### src/rtl/ofe_pkg.sv
package ofe_pkg;

  // Phase word: 2**PHW counts per full turn, wraps naturally.
  localparam int PHW = 16;

  typedef enum logic [2:0] {
    ST_IDLE,
    ST_REF,
    ST_CMP,
    ST_LAUNCH,
    ST_SOLVE
  } ofe_state_e;

  // atan(2**-idx) expressed in phase-word counts (65536 per turn).
  function automatic logic [PHW-1:0] atan_step(input logic [3:0] idx);
    logic [PHW-1:0] v;
    case (idx)
      4'd0:  v = 16'd8192;
      4'd1:  v = 16'd4836;
      4'd2:  v = 16'd2555;
      4'd3:  v = 16'd1297;
      4'd4:  v = 16'd651;
      4'd5:  v = 16'd326;
      4'd6:  v = 16'd163;
      4'd7:  v = 16'd81;
      4'd8:  v = 16'd41;
      4'd9:  v = 16'd20;
      4'd10: v = 16'd10;
      4'd11: v = 16'd5;
      4'd12: v = 16'd3;
      4'd13: v = 16'd1;
      4'd14: v = 16'd1;
      4'd15: v = 16'd0;
    endcase
    return v;
  endfunction

endpackage

### src/rtl/ofe_ref_store.sv
module ofe_ref_store #(
  parameter int W   = 8,
  parameter int NSC = 52,
  localparam int AW = $clog2(NSC)
) (
  input  logic                clk,
  input  logic                we,
  input  logic [AW-1:0]       waddr,
  input  logic signed [W-1:0] wre,
  input  logic signed [W-1:0] wim,
  input  logic [AW-1:0]       raddr,
  output logic signed [W-1:0] rre,
  output logic signed [W-1:0] rim
);

  // Two lanes of the same storage, one per component.
  logic signed [W-1:0] lane_rd [2];
  logic signed [W-1:0] lane_wd [2];

  assign lane_wd[0] = wre;
  assign lane_wd[1] = wim;

  for (genvar g = 0; g < 2; g++) begin : g_lane
    logic signed [W-1:0] mem [NSC];

    always_ff @(posedge clk) begin
      if (we) begin
        mem[waddr] <= lane_wd[g];
      end
    end

    assign lane_rd[g] = mem[raddr];
  end

  assign rre = lane_rd[0];
  assign rim = lane_rd[1];

endmodule

### src/rtl/ofe_conj_mac.sv
module ofe_conj_mac #(
  parameter int W    = 8,
  parameter int ACCW = 23
) (
  input  logic                   clk,
  input  logic                   rst_n,
  input  logic                   clr,
  input  logic                   en,
  input  logic signed [W-1:0]    a_re,
  input  logic signed [W-1:0]    a_im,
  input  logic signed [W-1:0]    b_re,
  input  logic signed [W-1:0]    b_im,
  output logic signed [ACCW-1:0] acc_re,
  output logic signed [ACCW-1:0] acc_im
);

  localparam int PW  = 2 * W;
  localparam int SW  = PW + 1;

  logic signed [PW-1:0]   p_rr, p_ii, p_ir, p_ri;
  logic signed [SW-1:0]   t_re, t_im;
  logic signed [ACCW-1:0] acc_re_d, acc_im_d;

  // a * conj(b) = (ar*br + ai*bi) + j(ai*br - ar*bi)
  assign p_rr = a_re * b_re;
  assign p_ii = a_im * b_im;
  assign p_ir = a_im * b_re;
  assign p_ri = a_re * b_im;
  assign t_re = SW'(p_rr) + SW'(p_ii);
  assign t_im = SW'(p_ir) - SW'(p_ri);

  always_comb begin
    acc_re_d = acc_re;
    acc_im_d = acc_im;
    if (clr) begin
      acc_re_d = '0;
      acc_im_d = '0;
    end else if (en) begin
      acc_re_d = acc_re + ACCW'(t_re);
      acc_im_d = acc_im + ACCW'(t_im);
    end
  end

  always_ff @(posedge clk or negedge rst_n) begin
    if (!rst_n) begin
      acc_re <= '0;
      acc_im <= '0;
    end else begin
      acc_re <= acc_re_d;
      acc_im <= acc_im_d;
    end
  end

  // a restart leaves an empty sum for the new pair
  p_clear_on_restart_r7: assert property (@(posedge clk) disable iff (!rst_n)
    clr |=> (acc_re == '0 && acc_im == '0));

endmodule

### src/rtl/ofe_cordic_vec.sv
module ofe_cordic_vec
  import ofe_pkg::*;
#(
  parameter int ACCW = 23,
  parameter int ITER = 12
) (
  input  logic                   clk,
  input  logic                   rst_n,
  input  logic                   start,
  input  logic signed [ACCW-1:0] x_in,
  input  logic signed [ACCW-1:0] y_in,
  output logic                   done,
  output logic [PHW-1:0]         angle
);

  localparam int CW = ACCW + 2;
  localparam int IW = $clog2(ITER) + 1;
  localparam logic [PHW-1:0] HALF_TURN = {1'b1, {(PHW-1){1'b0}}};

  logic signed [CW-1:0] x_q, y_q, x_d, y_d, xs, ys, xe, ye;
  logic [PHW-1:0]       z_q, z_d, step;
  logic [IW-1:0]        it_q, it_d;
  logic                 busy_q, busy_d, done_q, done_d, zero_q, zero_d;

  assign xe   = CW'(x_in);
  assign ye   = CW'(y_in);
  assign xs   = x_q >>> it_q;
  assign ys   = y_q >>> it_q;
  assign step = atan_step(4'(it_q));

  always_comb begin
    x_d    = x_q;
    y_d    = y_q;
    z_d    = z_q;
    it_d   = it_q;
    busy_d = busy_q;
    zero_d = zero_q;
    done_d = 1'b0;
    if (start) begin
      zero_d = (x_in == '0) && (y_in == '0);
      if (x_in < 0) begin
        // fold left half-plane by half a turn
        x_d = -xe;
        y_d = -ye;
        z_d = HALF_TURN;
      end else begin
        x_d = xe;
        y_d = ye;
        z_d = '0;
      end
      it_d   = '0;
      busy_d = 1'b1;
    end else if (busy_q) begin
      if (!y_q[CW-1]) begin
        x_d = x_q + ys;
        y_d = y_q - xs;
        z_d = z_q + step;
      end else begin
        x_d = x_q - ys;
        y_d = y_q + xs;
        z_d = z_q - step;
      end
      it_d = it_q + IW'(1);
      if (it_q == IW'(ITER - 1)) begin
        busy_d = 1'b0;
        done_d = 1'b1;
      end
    end
  end

  always_ff @(posedge clk or negedge rst_n) begin
    if (!rst_n) begin
      x_q    <= '0;
      y_q    <= '0;
      z_q    <= '0;
      it_q   <= '0;
      busy_q <= 1'b0;
      done_q <= 1'b0;
      zero_q <= 1'b0;
    end else begin
      x_q    <= x_d;
      y_q    <= y_d;
      z_q    <= z_d;
      it_q   <= it_d;
      busy_q <= busy_d;
      done_q <= done_d;
      zero_q <= zero_d;
    end
  end

  assign done  = done_q;
  assign angle = zero_q ? '0 : z_q;

  // completion only ever follows an iteration cycle
  p_done_follows_busy_r4: assert property (@(posedge clk) disable iff (!rst_n)
    done_q |-> $past(busy_q));

  // the iteration index never runs past the configured count
  p_iter_bound_r4: assert property (@(posedge clk) disable iff (!rst_n)
    busy_q |-> (it_q < IW'(ITER)));

endmodule

### src/rtl/ofe_cfo_est.sv
module ofe_cfo_est
  import ofe_pkg::*;
#(
  parameter int W    = 8,
  parameter int NSC  = 52,
  parameter int ITER = 12,
  parameter int OW   = 18,
  parameter int MULT = 15625,
  parameter int SHR  = 12
) (
  input  logic                 clk,
  input  logic                 rst_n,
  input  logic                 train_en,
  input  logic                 pair_start,
  input  logic                 sc_vld,
  input  logic signed [W-1:0]  sc_re,
  input  logic signed [W-1:0]  sc_im,
  output logic                 ofs_vld,
  output logic signed [OW-1:0] ofs_hz
);

  localparam int AW   = $clog2(NSC);
  localparam int ACCW = 2 * W + 1 + $clog2(NSC);
  localparam int MW   = $clog2(MULT + 1) + 1;
  localparam int PRW  = PHW + MW;
  localparam logic [AW-1:0] LAST = AW'(NSC - 1);

  ofe_state_e st_q, st_d;
  logic [AW-1:0] cnt_q, cnt_d, wr_addr;
  logic          wr_en, mac_clr, mac_en, launch;
  logic          ofs_vld_d;
  logic signed [OW-1:0] ofs_d;

  logic signed [W-1:0]    ref_re, ref_im;
  logic signed [ACCW-1:0] acc_re, acc_im;
  logic                   ang_done;
  logic [PHW-1:0]         angle;
  logic signed [PRW-1:0]  ang_ext, mult_ext, prod, prod_sh;
  logic signed [OW-1:0]   scaled;

  ofe_ref_store #(.W(W), .NSC(NSC)) u_store (
    .clk   (clk),
    .we    (wr_en),
    .waddr (wr_addr),
    .wre   (sc_re),
    .wim   (sc_im),
    .raddr (cnt_q),
    .rre   (ref_re),
    .rim   (ref_im)
  );

  ofe_conj_mac #(.W(W), .ACCW(ACCW)) u_mac (
    .clk    (clk),
    .rst_n  (rst_n),
    .clr    (mac_clr),
    .en     (mac_en),
    .a_re   (ref_re),
    .a_im   (ref_im),
    .b_re   (sc_re),
    .b_im   (sc_im),
    .acc_re (acc_re),
    .acc_im (acc_im)
  );

  ofe_cordic_vec #(.ACCW(ACCW), .ITER(ITER)) u_cordic (
    .clk   (clk),
    .rst_n (rst_n),
    .start (launch),
    .x_in  (acc_re),
    .y_in  (acc_im),
    .done  (ang_done),
    .angle (angle)
  );

  // phase word times 1/(2*pi*dt) expressed as MULT / 2**SHR
  assign ang_ext  = PRW'(signed'(angle));
  assign mult_ext = PRW'(MULT);
  assign prod     = ang_ext * mult_ext;
  assign prod_sh  = prod >>> SHR;
  assign scaled   = OW'(prod_sh);

  always_comb begin
    st_d      = st_q;
    cnt_d     = cnt_q;
    wr_en     = 1'b0;
    wr_addr   = cnt_q;
    mac_clr   = 1'b0;
    mac_en    = 1'b0;
    launch    = 1'b0;
    ofs_vld_d = 1'b0;
    ofs_d     = ofs_hz;
    if (!train_en) begin
      st_d  = ST_IDLE;
      cnt_d = '0;
    end else if (pair_start) begin
      mac_clr = 1'b1;
      st_d    = ST_REF;
      wr_addr = '0;
      if (sc_vld) begin
        wr_en = 1'b1;
        cnt_d = AW'(1);
      end else begin
        cnt_d = '0;
      end
    end else begin
      case (st_q)
        ST_REF: begin
          if (sc_vld) begin
            wr_en = 1'b1;
            if (cnt_q == LAST) begin
              cnt_d = '0;
              st_d  = ST_CMP;
            end else begin
              cnt_d = cnt_q + AW'(1);
            end
          end
        end
        ST_CMP: begin
          if (sc_vld) begin
            mac_en = 1'b1;
            if (cnt_q == LAST) begin
              cnt_d = '0;
              st_d  = ST_LAUNCH;
            end else begin
              cnt_d = cnt_q + AW'(1);
            end
          end
        end
        ST_LAUNCH: begin
          launch = 1'b1;
          st_d   = ST_SOLVE;
        end
        ST_SOLVE: begin
          if (ang_done) begin
            ofs_vld_d = 1'b1;
            ofs_d     = scaled;
            st_d      = ST_IDLE;
          end
        end
        default: ;
      endcase
    end
  end

  always_ff @(posedge clk or negedge rst_n) begin
    if (!rst_n) begin
      st_q    <= ST_IDLE;
      cnt_q   <= '0;
      ofs_vld <= 1'b0;
      ofs_hz  <= '0;
    end else begin
      st_q    <= st_d;
      cnt_q   <= cnt_d;
      ofs_vld <= ofs_vld_d;
      ofs_hz  <= ofs_d;
    end
  end

  // the result strobe never lasts two cycles
  p_result_pulse_r4: assert property (@(posedge clk) disable iff (!rst_n)
    ofs_vld |=> !ofs_vld);

  // the estimate is held while no result is flagged
  p_hold_between_r8: assert property (@(posedge clk) disable iff (!rst_n)
    !ofs_vld |-> $stable(ofs_hz));

  // a dropped enable forces idle and suppresses any result
  p_off_no_result_r6: assert property (@(posedge clk) disable iff (!rst_n)
    !train_en |=> (!ofs_vld && st_q == ST_IDLE));

  // an empty correlation gives a zero estimate, still flagged
  p_zero_sum_r5: assert property (@(posedge clk) disable iff (!rst_n)
    (st_q == ST_SOLVE && ang_done && train_en && !pair_start &&
     acc_re == '0 && acc_im == '0) |=> (ofs_vld && ofs_hz == '0));

  // the subcarrier index stays inside one symbol
  p_index_range_r9: assert property (@(posedge clk) disable iff (!rst_n)
    cnt_q <= LAST);

endmodule

### config.mk
export PLATFORM = sky130hd
export DESIGN_NAME = ofe_cfo_est
export DESIGN_NICKNAME = d
export VERILOG_FILES = /design/src/rtl/ofe_pkg.sv /design/src/rtl/ofe_ref_store.sv /design/src/rtl/ofe_conj_mac.sv /design/src/rtl/ofe_cordic_vec.sv /design/src/rtl/ofe_cfo_est.sv
export SDC_FILE = /design/constraint.sdc
export NUM_CORES = 2
export LEC_CHECK = 0
export ABC_AREA = 1
export BUFFER_PORTS_ARGS = -buffer_cell sky130_fd_sc_hd__buf_2
export CORE_ASPECT_RATIO = 2
export CORE_UTILIZATION = 30
export CTS_CLUSTER_DIAMETER = 40
export CTS_CLUSTER_SIZE = 12
export DETAILED_ROUTE_END_ITERATION = 10
export GPL_TIMING_DRIVEN = 1
export SYNTH_ARGS = -nofsm -noshare
export SYNTH_HDL_FRONTEND = slang
export SYNTH_HIERARCHICAL = 1
export SYNTH_SLANG_ARGS = --single-unit
### constraint.sdc
create_clock -name clk -period 20.5 [get_ports clk]
set_clock_uncertainty 0.1 [all_clocks]
set_input_delay 5.125 -clock clk [delete_from_list [all_inputs] [get_ports clk]]
set_output_delay 5.125 -clock clk [all_outputs]
set_load 0.005 [all_outputs]
==> impl_results.md <==
* Antenna-violating nets left at 0
* # rows at roughly 250
* Commonest non-fill, non-tap cell in the layout: nand2_1
* Starting Density at between 30% and 40%
* Latest clock arrival within the worst-skew pair at 0.76 ns
* Total number of vias at approximately 53000
* Post-CTS Setup Repair Bufs at 0
* CP max-delay cell: fa_1
* Most frequent cells in the layout: 1894 x nand2_1, 1221 x inv_1, 845 x nand3_1
* First-pass GRT wire length at between 300000 and 400000 um
* Total Routing Usage GR at a little under a fifth
* # setup viols final at 0
* Max Freq at a little under 0.09 GHz
* DRT iter0 DRCs at 3853
* Vias per cell at slightly below 5
* WL/cell at 19.81 um
* Unrepaired setup endpoints after global routing: false
* Minimum clock period at about 11 ns
* Period utilisation layout at 55.87%
* Die width at roughly 340 um
* Fill cells at 23410
* Die footprint at between 0.2 and 0.25 mm^2
* Gp weighted congestion at between 0.9 and 1
* CP required at 21.04 ns
* Htree depth at 3
* Post-synth EDFFs at roughly 830
* Final layout net count at between 8000 and 9000
* Worst setup EP type: register
* Kind of critical path: reg2reg
* Die Y at between 600 and 700 um
* DRC violations left at 0
* TritonRoute pass-1 iters at 6
* Synth cell types at 63
* Initial antenna violation count at 4
* Yosys warning count at 6
* Max Buffers Root-to-Sink at 3
* Status: completed
* Cts repair resizes at 0
* Layout cell share with drive strength beyond 1 at under 10%
* Clock Pin Slew Worst Setup and Hold Paths at 0.06 ns
* Largest net degree at the start of global routing at between 150 and 200
* Syn Inst Count at between 7000 and 8000
* DP Wirelength at roughly 160000 um
* CP Max Fanout at between 100 and 150
* CTS buffer count at 119
* FF+latch count, synth at 980
* FFs w/ async S/R, synth at around 15%
* Syn Area/Cell at ~8.8 um^2
* Rel. slew slack at between 10% and 20%
* CTS tree: yes
* Final Max Tran Viols at 0
* Fin Setup TNS at 0 ns
* Register area share after synthesis at a little over two fifths
* Post-CTS Hold Buffers at 0
* Worst Setup Start Kind: register
* Register area at about 0.029 mm^2
* CP bufs+invs at 8
* Multi-input logic area at 0.03381 mm^2
* Critical Path AT at 11.99 ns
* Number of global-route vias before repair at about 56000
* Port buffer count at 39
* Hold Path Class: reg2reg
* Core area at 0.2281 mm^2
* Slowest cell delay on critical path at approximately 0.77 ns
* Total Wirelength at between 200000 and 250000 um
* Net count after synthesis at approximately 8600
* Worst path top cell family by delay: adder cells
* Slew @ Worst Pin at between 1 and 1.5 ns
* Final hold violations at 0
* Dominant synthesized flop cell: edfxtp_1
* Root buffer cell: clkbuf_16
* Cell mode on critical path: nand2_1
* Overflow after GRT at 0
* Post-Syn Area at between 0.06 and 0.07 mm^2
* Clk sinks at just under 1000
* # IOs at 40
* Area Overhead vs Synth at 10.16%
* Number of max-cap violations at 0
[cell families after synthesis]
logic type | after synthesis | share of synthesized area (%)
AO/OA/AOI/OAI | 830 | 6.741
multiplexers | 4 | 0.07627
AND/OR/NAND/NOR | 3502 | 21.49
XOR/XNOR | 90 | 1.144
adder cells (fa/ha/maj) | 813 | 19.56
flip-flops | 980 | 41.63
buffers and inverters | 1580 | 9.363
[area by class of cell]
class	instances	share of cell area, %
multi-input cells	5239	44.55
clock buffers	149	4.152
inverters	1239	6.162
well taps	3000	4.945
repair buffers	157	1.482
diodes	4	0.01319
clock inverters	47	0.8852
flip-flops and latches	980	37.81
[state kept, by name (all words and copies together) (netlist names)]
name and count:
ofs_hz 18, u_cordic/y_q 25, u_mac/acc_im 23, u_cordic/z_q 16, u_cordic/busy_q 1, cnt_q 6
u_mac/acc_re 23, u_cordic/it_q 5, u_cordic/x_q 25, u_cordic/done 1, st_q 3, u_store/g_lane.mem 832
u_cordic/zero_q 1, ofs_vld 1
[stage by stage]
step / instance area [um^2] / utilization, % / hold WS [ns] / setup WS (ns) / cells
2_1_floorplan: 68900 / - / 0.3429 / 9.991 / 7799
3_3_place_gp: 72070 / 31.60 / 0.3631 / 8.678 / 10620
3_5_place_dp: 72070 / 31.60 / 0.3607 / 8.585 / 10620
4_1_cts: 75890 / 33.28 / 0.3803 / 9.157 / 10810
5_1_grt: 75900 / 33.28 / 0.4021 / 8.562 / 10810
6_report: 75900 / 33.28 / 0.3707 / 9.047 / 10820
[final timing paths]
check / cells after the start / start / endpoint / slack [ns]
setup / recovery: 32 / cnt_q[0] / u_mac/acc_im[21] / 9.05
hold / removal: 2 / ofs_hz[11] / ofs_hz[11] / 0.37
setup reg to reg: 32 / cnt_q[0] / u_mac/acc_im[21] / 9.05
hold reg to reg: 2 / ofs_hz[11] / ofs_hz[11] / 0.37
max in group asynchronous: 2 / rst_n / cnt_q[0] / 14.59
min in group asynchronous: 1 / rst_n / ofs_hz[16] / 4.21
[routing by layer]
metal | up-vias | routed length [um] | share of wire [%] | track usage [%]
li1 | 25080 | - | - | -
met1 | 25990 | 68930 | 32 | 16.84
met2 | 1686 | 117000 | 55 | 35.76
met3 | 675 | 8544 | 4.0 | 1.938
met4 | 0 | 19740 | 9.2 | 14.92
met5 | - | 0 | 0 | 0
[tightest hold or removal path, delay by kind of cell (launching register included)]
| kind | cells | cell delay, ns |
|---|---|---|
| flops | 1 | 0.33 |
| simple gates | 2 | 0.10 |
[synth_stat cells (35+ instances only)]
cell      instances  share of area, %
buf_2           129              0.94
o211ai_1         46              0.50
o21ai_0         315               2.3
inv_1          1222               6.7
nand3_1         845               6.1
nand2_2          37              0.34
edfxtp_1        832                36
xor2_1           57              0.72
nor2_1          572               3.1
dfrtp_1         148               5.4
a21oi_1         234               1.7
clkbuf_1        123              0.67
buf_6            35              0.57
nand2_1        1894                10
fa_1            440                13
ha_1            373               6.8
o21ai_1          72              0.52
Power is not shown: default switching activity piles up to over one toggle a cycle in this logic, so the estimate is an artifact.
